===== src/rtl/uart_tx_framer.sv =====
module uart_tx_framer #(
  parameter int OVERSAMPLE = 16
) (
  input  logic       clk,
  input  logic       rst_n,
  input  logic       tick,
  input  logic [7:0] line_cfg,
  input  logic [7:0] in_data,
  input  logic       in_ninth,
  input  logic       in_valid,
  output logic       in_ready,
  output logic       txd,
  output logic       busy
);
  localparam int CW = $clog2(2 * OVERSAMPLE);
  localparam logic [CW-1:0] BIT_LAST  = CW'(OVERSAMPLE - 1);
  localparam logic [CW-1:0] STOP_MID  = CW'(OVERSAMPLE + OVERSAMPLE / 2 - 1);
  localparam logic [CW-1:0] STOP_LONG = CW'(2 * OVERSAMPLE - 1);

  typedef enum logic [2:0] {S_IDLE, S_START, S_DATA, S_PAR, S_STOP, S_BRK} st_t;

  st_t           st;
  logic [CW-1:0] cnt;
  logic [CW-1:0] stop_last;
  logic [2:0]    bidx;
  logic [2:0]    nlast;
  logic [7:0]    shf;
  logic          par_q;
  logic          par_en;

  logic [7:0]    dmask;
  logic [7:0]    mdata;
  logic          par_calc;
  logic          last_hit;
  logic          framing;

  assign dmask    = 8'hff >> (3'd3 - {1'b0, line_cfg[1:0]});
  assign mdata    = in_data & dmask;
  assign par_calc = line_cfg[5] ? in_ninth : (line_cfg[4] ? ^mdata : ~^mdata);
  assign framing  = (st == S_START) || (st == S_DATA) || (st == S_PAR) || (st == S_STOP);
  assign last_hit = (st == S_STOP) ? (cnt == stop_last) : (cnt == BIT_LAST);

  assign in_ready = (st == S_IDLE) && !line_cfg[6];
  assign busy     = (st != S_IDLE);

  always_comb begin
    case (st)
      S_START, S_BRK: txd = 1'b0;
      S_DATA:         txd = shf[0];
      S_PAR:          txd = par_q;
      default:        txd = 1'b1;
    endcase
  end

  always_ff @(posedge clk or negedge rst_n) begin
    if (!rst_n) begin
      cnt <= '0;
    end else if (!framing) begin
      cnt <= '0;
    end else if (tick) begin
      cnt <= last_hit ? '0 : cnt + 1'b1;
    end
  end

  always_ff @(posedge clk or negedge rst_n) begin
    if (!rst_n) begin
      st        <= S_IDLE;
      bidx      <= '0;
      shf       <= '0;
      par_q     <= 1'b0;
      nlast     <= 3'd7;
      par_en    <= 1'b0;
      stop_last <= BIT_LAST;
    end else begin
      case (st)
        S_IDLE: begin
          if (line_cfg[6]) begin
            st <= S_BRK;
          end else if (in_valid) begin
            st        <= S_START;
            shf       <= in_data;
            nlast     <= 3'd4 + {1'b0, line_cfg[1:0]};
            par_en    <= line_cfg[3];
            par_q     <= par_calc;
            stop_last <= !line_cfg[2] ? BIT_LAST :
                         (line_cfg[1:0] == 2'b00 ? STOP_MID : STOP_LONG);
          end
        end
        S_BRK: if (!line_cfg[6]) st <= S_IDLE;
        S_START: if (tick && last_hit) begin
          st   <= S_DATA;
          bidx <= '0;
        end
        S_DATA: if (tick && last_hit) begin
          shf <= shf >> 1;
          if (bidx == nlast) st <= par_en ? S_PAR : S_STOP;
          else               bidx <= bidx + 1'b1;
        end
        S_PAR:  if (tick && last_hit) st <= S_STOP;
        S_STOP: if (tick && last_hit) st <= S_IDLE;
        default: st <= S_IDLE;
      endcase
    end
  end
endmodule



===== config.mk =====
export PLATFORM = sky130hd
export DESIGN_NAME = uart_tx_framer
export DESIGN_NICKNAME = d
export VERILOG_FILES = /design/src/rtl/uart_tx_framer.sv
export SDC_FILE = /design/constraint.sdc
export NUM_CORES = 1
export LEC_CHECK = 0
export BUFFER_PORTS_ARGS = -buffer_cell sky130_fd_sc_hd__buf_2
export CELL_PAD_IN_SITES_DETAIL_PLACEMENT = 0
export CELL_PAD_IN_SITES_GLOBAL_PLACEMENT = 1
export CORE_ASPECT_RATIO = 0.6
export CORE_MARGIN = 2
export CORE_UTILIZATION = 47
export DETAILED_ROUTE_END_ITERATION = 12
export PLACE_DENSITY = 0.82
export SLEW_MARGIN = 25
export SYNTH_ARGS = -nofsm -noshare
export SYNTH_HDL_FRONTEND = slang
export SYNTH_SLANG_ARGS = --single-unit

===== constraint.sdc =====
create_clock -name clk -period 3.4 [get_ports clk]
set_input_delay 0.68 -clock clk [delete_from_list [all_inputs] [get_ports clk]]
set_output_delay 0.68 -clock clk [all_outputs]
set_load 0.02 [all_outputs]

# Yosys cells after proc, flatten, opt, wreduce, memory -nomap -nowiden
# Index checks and enable logic that the tools add are counted.
word_totals:
  latch_bits: 0
  word_cells: 78
  mem_bits_rw: 0
  rom_bits: 0
  out_inout_bits: 3
  memories: 0
  regBits: 29
op_classes:
  multipliers: 0
  n_bitwise: 2
  div: 0
  reduce_logical: 18
  n_shift: 1
  n_eq_ne: 19
  n_lt_le_gt_ge: 0
  mux: 26
  add_sub_neg: 4
op_table:
  columns: ["operator", "n"]
  rows:
  - ["two-way mux 3 bit", 11]
  - ["two-way mux 8 bit", 3]
  - ["two-way mux 5 bit", 4]
  - ["one-hot mux 3 bit (6 select lines)", 1]
  - ["one-hot mux 8 bit (2 select lines)", 1]
  - ["!= test 2 x 1 -> 1 bit, second input constant", 5]
  - ["!= test 2 bit, second input constant", 5]
  - ["AND 8 bit", 1]
  - ["AND reduction 4 bit", 2]
  - ["XNOR reduction 8 bit", 1]
  - ["parity 8 bit", 1]
  - [">> shifter 8 x 3 -> 8 bit, first input constant", 1]
  - ["AND reduction 7 bit", 1]
  - ["== test 3 x 2 -> 1 bit, second input constant", 2]
  - ["== test 3 bit, second input constant", 2]
  - ["one-hot mux 3 bit (2 select lines)", 1]
  - ["adder 5 x 1 -> 5 bit, second input constant", 1]
  - ["== test 5 x 4 -> 1 bit, second input constant", 1]
  - ["== test 5 bit", 1]
  - ["two-way mux 4 bit", 1]
  - ["nonzero test 2 bit", 2]
  - ["adder 3 x 1 -> 3 bit, second input constant", 1]
  - ["adder 3 x 2 -> 3 bit, first input constant", 1]
  - ["== test 3 x 1 -> 1 bit, second input constant", 1]
  - ["other kinds (14)", 19]

# Logic depth before layout (Yosys ltp)
# Gate-level depths: netlist of the first run.
depth:
  word_depth: 6
  ltp_mapped: 7
  ltp_nobuf: 5

# Worst setup path after synthesis of the first run
# OpenSTA, ideal clock, no wires.
synth_path:
  path_kind: "register to output"
  from: "reg st[0]"
  to: "out txd"
  t_required_ns: 2.720
  stages_incl_launch_ff: 6
  t_arrival_ns: 1.263
  path_buffers: 1
  path_slack_ns: 1.457
  path_cell_list: "dfrtp_1 -> clkbuf_1 -> nor2_1 -> nand2_1 -> nor2_1 -> a21oi_1"
synth_via:
  elab_chain_cells: 3
  elab_cells_between_ends: 6
synth_rtl:
  columns: ["item", "line_no", "text"]
  rows:
  - ["start, declared", "22", "st_t st;"]
  - ["start signal, assigned", "96", "if (bidx == nlast) st <= par_en ? S_PAR : S_STOP;"]
  - ["== test 3 x 1 -> 1 bit or == test 3 bit (tied branches)", "47", "case (st)"]
  - ["OR reduction 2 bit", "47", null]
  - ["one-hot mux 1 bit (3 select lines) (*)", "47", null]
  - ["end, declared", "12", "output logic txd,"]
# Mark *: on every way between the ends. The rest lies on a longest branch, timed or not.

# Worst setup path after layout of the first run
layout_path:
  from: "reg st[1]"
  to: "out in_ready"
layout_via:
  elab_chain_cells: 2
layout_rtl:
  columns: ["item", "line_no", "text"]
  rows:
  - ["zero test 3 bit", "43", "assign in_ready = (st == S_IDLE) && !line_cfg[6];"]
  - ["logical AND 1 bit", "43", null]
  - ["end, declared", "11", "output logic in_ready,"]
# Every way passes these cells.

==> results of run 1 <==
routing by layer:
metal | wire (microns) | part of all wire (%)
met5 | 0 | 0
met4 | 16 | 0.51
met3 | 103 | 3.3
met2 | 1316 | 42
met1 | 1710 | 54
worst max-delay path, cell delays in order, from the launching register on:
cell	delay (ns)
sky130_fd_sc_hd__dfrtp_1	0.58
sky130_fd_sc_hd__or3_4	0.49
sky130_fd_sc_hd__nor2_4	0.12
sky130_fd_sc_hd__buf_2	0.17
report_power, final:
part,internal (uW),leakage [uW],total (uW),switching [uW]
clock,83.9,0.0000228,178,94.5
combinational,249,0.000446,487,238
sequential,427,0.000290,565,138
cell usage after synthesis (2+ instances only):
cell | count | area share (%)
sky130_fd_sc_hd__clkbuf_1 | 3 | 0.73
sky130_fd_sc_hd__a21o_1 | 3 | 1.5
sky130_fd_sc_hd__nand3_1 | 5 | 1.6
sky130_fd_sc_hd__and3_1 | 2 | 0.81
sky130_fd_sc_hd__o21ai_0 | 8 | 2.6
sky130_fd_sc_hd__nand2_1 | 9 | 2.2
sky130_fd_sc_hd__o22a_1 | 7 | 4.0
sky130_fd_sc_hd__a21oi_1 | 8 | 2.6
sky130_fd_sc_hd__ha_1 | 2 | 1.6
sky130_fd_sc_hd__and2_1 | 2 | 0.81
sky130_fd_sc_hd__a31oi_1 | 2 | 0.81
sky130_fd_sc_hd__a22o_1 | 3 | 1.7
sky130_fd_sc_hd__dfrtp_1 | 22 | 36
sky130_fd_sc_hd__inv_1 | 6 | 1.5
sky130_fd_sc_hd__o21a_1 | 7 | 3.4
sky130_fd_sc_hd__mux2i_1 | 2 | 1.3
sky130_fd_sc_hd__o22ai_1 | 3 | 1.2
sky130_fd_sc_hd__buf_6 | 2 | 1.5
sky130_fd_sc_hd__mux2_2 | 7 | 5.1
sky130_fd_sc_hd__xor2_1 | 5 | 2.8
sky130_fd_sc_hd__xnor2_1 | 6 | 3.4
sky130_fd_sc_hd__dfstp_2 | 3 | 5.1
sky130_fd_sc_hd__nand2_2 | 2 | 0.81
sky130_fd_sc_hd__nor2_1 | 9 | 2.2
logic make-up (layout without fill, tap and decap cells):
group / count (synthesis) / count (layout) / synth area share (%)
AOI/OAI and AO/OA: 49 / 49 / 23.14
xor gates and xnor gates: 12 / 12 / 7.686
adders and majority gates: 2 / 2 / 1.618
buffers and inverters: 13 / 32 / 4.287
DFF: 25 / 25 / 40.70
muxes: 9 / 9 / 6.392
and+or+nand+nor: 41 / 41 / 16.18
metrics by stage:
step / cells / setup slack (ns) / total power [uW]
4_1_cts: 215 / 1.097 / 1237
3_5_place_dp: 211 / 1.291 / 1057
6_report: 215 / 1.090 / 1230
3_3_place_gp: 211 / 1.296 / 1038
2_1_floorplan: 151 / 1.457 / 942.8
5_1_grt: 215 / 0.9766 / 1331
final cells by class:
| cell class | count | area, sq um |
|---|---|---|
| flip-flops and latches | 25 | 629.4 |
| clock buffers | 4 | 45.04 |
| well taps | 45 | 56.30 |
| multi-input cells | 113 | 850.8 |
| inverters | 6 | 22.52 |
| repair buffers | 22 | 110.1 |
| fillers | 302 | 1489 |
flip-flops by register name, summed over array words and instances (netlist names):
name	cells
st	3
stop_last	2
shf	8
bidx	3
par_en	1
nlast	2
par_q	1
cnt	5
final timing paths:
path,to,start
hold / removal,shf[1],rst_n
setup reg to reg,bidx[1],st[2]
min in group clk,shf[0],shf[0]
setup / recovery,in_ready,st[1]
max in group asynchronous,shf[7],rst_n
hold reg to reg,shf[0],shf[0]
cells in the final DEF (no fill, tap or decap), types with 2 or more instances in the layout:
cell and instances:
sky130_fd_sc_hd__and3_1 2, sky130_fd_sc_hd__a21o_1 3, sky130_fd_sc_hd__nand2_2 2, sky130_fd_sc_hd__inv_1 6, sky130_fd_sc_hd__o22a_1 7, sky130_fd_sc_hd__ha_1 2
sky130_fd_sc_hd__o21ai_0 8, sky130_fd_sc_hd__xor2_1 5, sky130_fd_sc_hd__a31oi_1 2, sky130_fd_sc_hd__and2_1 2, sky130_fd_sc_hd__xnor2_1 6, sky130_fd_sc_hd__buf_2 22
sky130_fd_sc_hd__nand2_1 9, sky130_fd_sc_hd__o21a_1 7, sky130_fd_sc_hd__mux2_2 7, sky130_fd_sc_hd__nand3_1 5, sky130_fd_sc_hd__a22o_1 3, sky130_fd_sc_hd__a21oi_1 8
sky130_fd_sc_hd__dfstp_2 3, sky130_fd_sc_hd__dfrtp_1 22, sky130_fd_sc_hd__clkbuf_8 3, sky130_fd_sc_hd__nor2_1 9, sky130_fd_sc_hd__mux2i_1 2, sky130_fd_sc_hd__o22ai_1 3
==> results.toml, run 1 <==
[synth]
synth-edff-count = 0
synthArstFlopShare_pct = 100.0
primary_flip_flop_cell_chosen_by_synthesis_mapping = "sky130_fd_sc_hd__dfrtp_1"
yosys.cell_types.count = 47
synthesis.area_per_instance_sq_um = 10.24
synth_seq_area_share_pct = 40.70
count_of_state_elements_after_synthesis = 25
syn-num-nets = 174
yosys_warnings = 0
synth_area_sq_um = 1546
cells_after_synthesis = 151

[worst_setup_path]
reg2reg_slack_ns = 1.24
cp-end-kind = "primary output"
timing.critical_path.fanout_max = 18
reg2reg_depth = 5
worst-endpoint-arrival_ns = 1.63
setup.worst_path.class = "flop to primary output"
timing.critical_path.required_ns = 2.72
start_kind = "flop"

[sta]
timing.final.max_slew_violations = 0
max_freq_mhz = 432.9
timing.final.setup_violations = 0
post-route-min-period_ns = 2.310
final-hold-violation-count = 0
worstMarginPinSlew_ns = 0.5545
whs_ns = 0.3854
grt_setup_unrepaired = "no"
worst_clock_skew_ns = 0.003904
final_cycle_share_pct = 67.94
finalSetupTns_ns = 0
relative_slew_margins_pct = 63.04

[clock_network]
h_tree_level_count = 1
clock_path_buffers = 2
post_cts_resize_count = 0
cts_root_buffer = "sky130_fd_sc_hd__clkbuf_8"
cts_made_buffers = 3
cts_post_setup_buffers_inserted = 0
tritoncts_num_sinks = 25
cts_hold_buf = 0
clk_latency_ns = 0.27
cts_tree = "done"
clock_pin_slew_worst_setup_and_hold_paths_ns = 0.09

[detailed_routing]
finalWirelength_microns = 3146
wl_per_cell_microns = 14.63
detail-route-antenna-nets = 0
detail_route.drc_violations = 0
first_pass_iters = 4
drt_iter0_markers = 40
vias_per_cell = 5.544
vias = 1192

[cells_and_area]
fraction_of_final_layout_cells_with_drive_strength_greater_than_1_pct = 27.06
final_core_util_pct = 53.52
num_antenna_cells = 0
num-nets-final = 194
final_area_sq_um = 1714
areaGrowthSynthToFinish_pct = 10.84

[floorplanning]
die-height_microns = 48.43
boundaryPins = 24
initial_utilization_pct = 48.28
die_width_microns = 78.06
design.die.area_sq_um = 3780
floorplan.rows = 16
placeableCoreArea_sq_um = 3203

[grt]
grt.met2_usage_pct = 26.72
global_route.overflow_total = 0
grt_first_pass_wirelength_microns = 5602
via_count_of_the_first_global_routing_pass = 1130
initial_antenna_violation_count = 0
groute.layer.met3.usage_pct = 5.037
gr-usage-met1_pct = 29.67
largest_net_degree_at_the_start_of_global_routing = 26
peak_usage_layer_in_the_global_routing_report = "met1"
globalRouteTotalUtil_pct = 19.05

[min_path]
hp-class = "primary input to async pin"

[place]
dpl_cell_area_sq_um = 1669
dp.final_hpwl_microns = 2414
placement.io_buffers = 22
routabilityCongestion = 0.8157

[status]
run_status = "complete, no violations"

[power_and_ir_drop]
total_leakage_power_uw = 0.0007589
power_per_cell_area_nw_per_um2 = 717.5
vdd_ir_drop_max_mv = 0.3202

[flow_run]
maxcap_viol_count = 0
Power figures use the tool's default switching activity.
==> run 2, diff against run 1 <==
--- a/config.mk
+++ b/config.mk
@@ -10,9 +10,9 @@
 export CELL_PAD_IN_SITES_GLOBAL_PLACEMENT = 1
 export CORE_ASPECT_RATIO = 0.6
 export CORE_MARGIN = 2
-export CORE_UTILIZATION = 47
+export CORE_UTILIZATION = 39
 export DETAILED_ROUTE_END_ITERATION = 12
-export PLACE_DENSITY = 0.82
+export PLACE_DENSITY = 0.72
 export SLEW_MARGIN = 25
 export SYNTH_ARGS = -nofsm -noshare
 export SYNTH_HDL_FRONTEND = slang
==> constraint.sdc (replaced) <==
create_clock -name clk -period 2 [get_ports clk]
set_input_delay 0.4 -clock clk [delete_from_list [all_inputs] [get_ports clk]]
set_output_delay 0.4 -clock clk [all_outputs]
set_load 0.02 [all_outputs]
==> results.toml, run 2 (same netlist as run 1, synthesis figures left out) <==
[floorplanning]
boundaryPins = 24
die_width_microns = 85.30
design.die.area_sq_um = 4501
die-height_microns = 52.78
placeableCoreArea_sq_um = 3744
floorplan.rows = 17
initial_utilization_pct = 41.31

[flow_run]
maxcap_viol_count = 0

[clock_network]
h_tree_level_count = 1
clock_path_buffers = 2
cts_root_buffer = "sky130_fd_sc_hd__clkbuf_8"
clock_pin_slew_worst_setup_and_hold_paths_ns = 0.09
tritoncts_num_sinks = 25
cts_made_buffers = 3
cts_hold_buf = 0
cts_tree = "done"
clk_latency_ns = 0.27

[worst_setup_path]
timing.critical_path.required_ns = 1.60
cp-end-kind = "primary output"
delay_of_the_slowest_critical_path_stage_ns = 0.45
setup.worst_path.class = "flop to primary output"
cp_cell_sequence = "buf_6, or3_4, nor2_4, buf_6"
start_kind = "flop"
critical-path-top-cell-by-count = "sky130_fd_sc_hd__buf_6"
timing.critical_path.slowest_stage_cell = "sky130_fd_sc_hd__dfrtp_2"
timing.critical_path.fanout_max = 6
worst-endpoint-arrival_ns = 1.56

[cells_and_area]
multiInputGateArea_sq_um = 879.6
areaGrowthSynthToFinish_pct = 21.76
post_layout_nonfiller_instances = 232
largest_registers = "shf (8), cnt (5)"
num-nets-final = 209
num_antenna_cells = 0
fraction_of_final_layout_cells_with_drive_strength_greater_than_1_pct = 36.22
final_cell_mix = "21 x sky130_fd_sc_hd__buf_2, 20 x sky130_fd_sc_hd__dfrtp_1, 13 x sky130_fd_sc_hd__buf_4"
area.sequential_sq_um = 631.9
largest_register_ffs = 8
mostFrequentLayoutCell = "sky130_fd_sc_hd__buf_2"
fill_cells = 354
largest-register = "shf"

[sta]
final_cycle_share_pct = 98.25
post-route-min-period_ns = 1.965
max_freq_mhz = 508.9
timing.final.setup_violations = 0
final-hold-violation-count = 0
relative_slew_margins_pct = 61.87
worst_clock_skew_ns = 0.004481
timing.final.max_slew_violations = 0
finalSetupTns_ns = 0
worstMarginPinSlew_ns = 0.5719

[grt]
globalRouteTotalUtil_pct = 16.94
grt_first_pass_wirelength_microns = 5796
initial_antenna_violation_count = 0
global_route.overflow_total = 0
via_count_of_the_first_global_routing_pass = 1159
largest_net_degree_at_the_start_of_global_routing = 26

[detailed_routing]
vias_per_cell = 5.198
drt_iter0_markers = 56
first_pass_iters = 4
detail-route-antenna-nets = 0
vias = 1206
wl_per_cell_microns = 15.29
detail_route.drc_violations = 0
finalWirelength_microns = 3548

[power_and_ir_drop]
total_leakage_power_uw = 0.0008385
power_per_cell_area_nw_per_um2 = 1244
vdd_ir_drop_max_mv = 0.5862

[status]
run_status = "complete, no violations"

[min_path]
hp-class = "primary input to async pin"

[place]
placedCellCount = 223
placement.io_buffers = 22
routabilityCongestion = 0.8117
dp.final_hpwl_microns = 2734
==> run 2: changes by cell type in the layout (fill, tap and decap cells not counted), moves of 2 or more <==
cell | previous run | this run
sky130_fd_sc_hd__buf_4 | 0 | 13
sky130_fd_sc_hd__buf_6 | 0 | 2
sky130_fd_sc_hd__dfrtp_1 | 22 | 20
sky130_fd_sc_hd__dfrtp_2 | 0 | 2
sky130_fd_sc_hd__nor2_1 | 9 | 7
==> run 2: worst paths after layout <==
| check | start | to | slack, ns | cells past startpoint |
|---|---|---|---|---|
| worst max-delay path | st[1] | in_ready | 0.04 | 4 |
| worst min-delay path | rst_n | cnt[0] | 0.12 | 1 |
| worst max register to register | st[1] | cnt[4] | 0.06 | 7 |
| worst min register to register | par_q | par_q | 0.49 | 2 |
| max in group asynchronous | rst_n | st[1] | 1.48 | 1 |
| min in group clk | line_cfg[3] | par_en | 0.36 | 2 |
==> run 2: layout make-up <==
cell class                      instances  area share (%)
Clock buffer                            4           2.392
Tap cell                               47           3.123
Inverter                                6           1.196
Timing Repair Buffer                   37           13.02
Sequential cell                        25           33.55
Multi-Input combinational cell        113           46.71
==> run 2: power by group <==
group	switching [uW]	internal, uW
clock	157	142
sequential	157	732
combinational	559	593
==> run 2: per-stage QoR <==
stage	power [uW]	area (sq um)	hold WS, ns	utilization, %	setup WS, ns
after global routing	2509	1883	0.1608	50.30	-0.02606
after CTS	2222	1798	0.1413	48.03	-0.008094
final	2342	1883	0.1177	50.30	0.03503
after global placement	1869	1747	0.4234	46.66	0.1206
after floorplan	1603	1546	0.1044	-	0.1981
after detailed placement	1908	1747	0.4314	46.66	0.08106
==> run 2: critical path, delay by kind of cell (launching register included) <==
| family | cells | cell delay [ns] |
|---|---|---|
| AND/OR/NAND/NOR | 2 | 0.57 |
| buffers and inverters | 2 | 0.28 |
| flip-flops | 1 | 0.45 |
==> run 2: metal layers <==
layer / GRT usage, % / part of all wire (%) / vias to the layer above
met3: 3.465 / 2.6 / 4
met2: 22.14 / 39 / 16
met1: 27.43 / 57 / 567
met4: 3.968 / 0.79 / 0
li1: - / - / 619
met5: 0 / 0 / -
==> run 2: timing repair <==
action / in CTS / in global routing
setup buffers: 0 / 5
pin swaps: 0 / 3
gates resized for setup: 3 / 8
endpoints found under the setup margin: 2 / 4
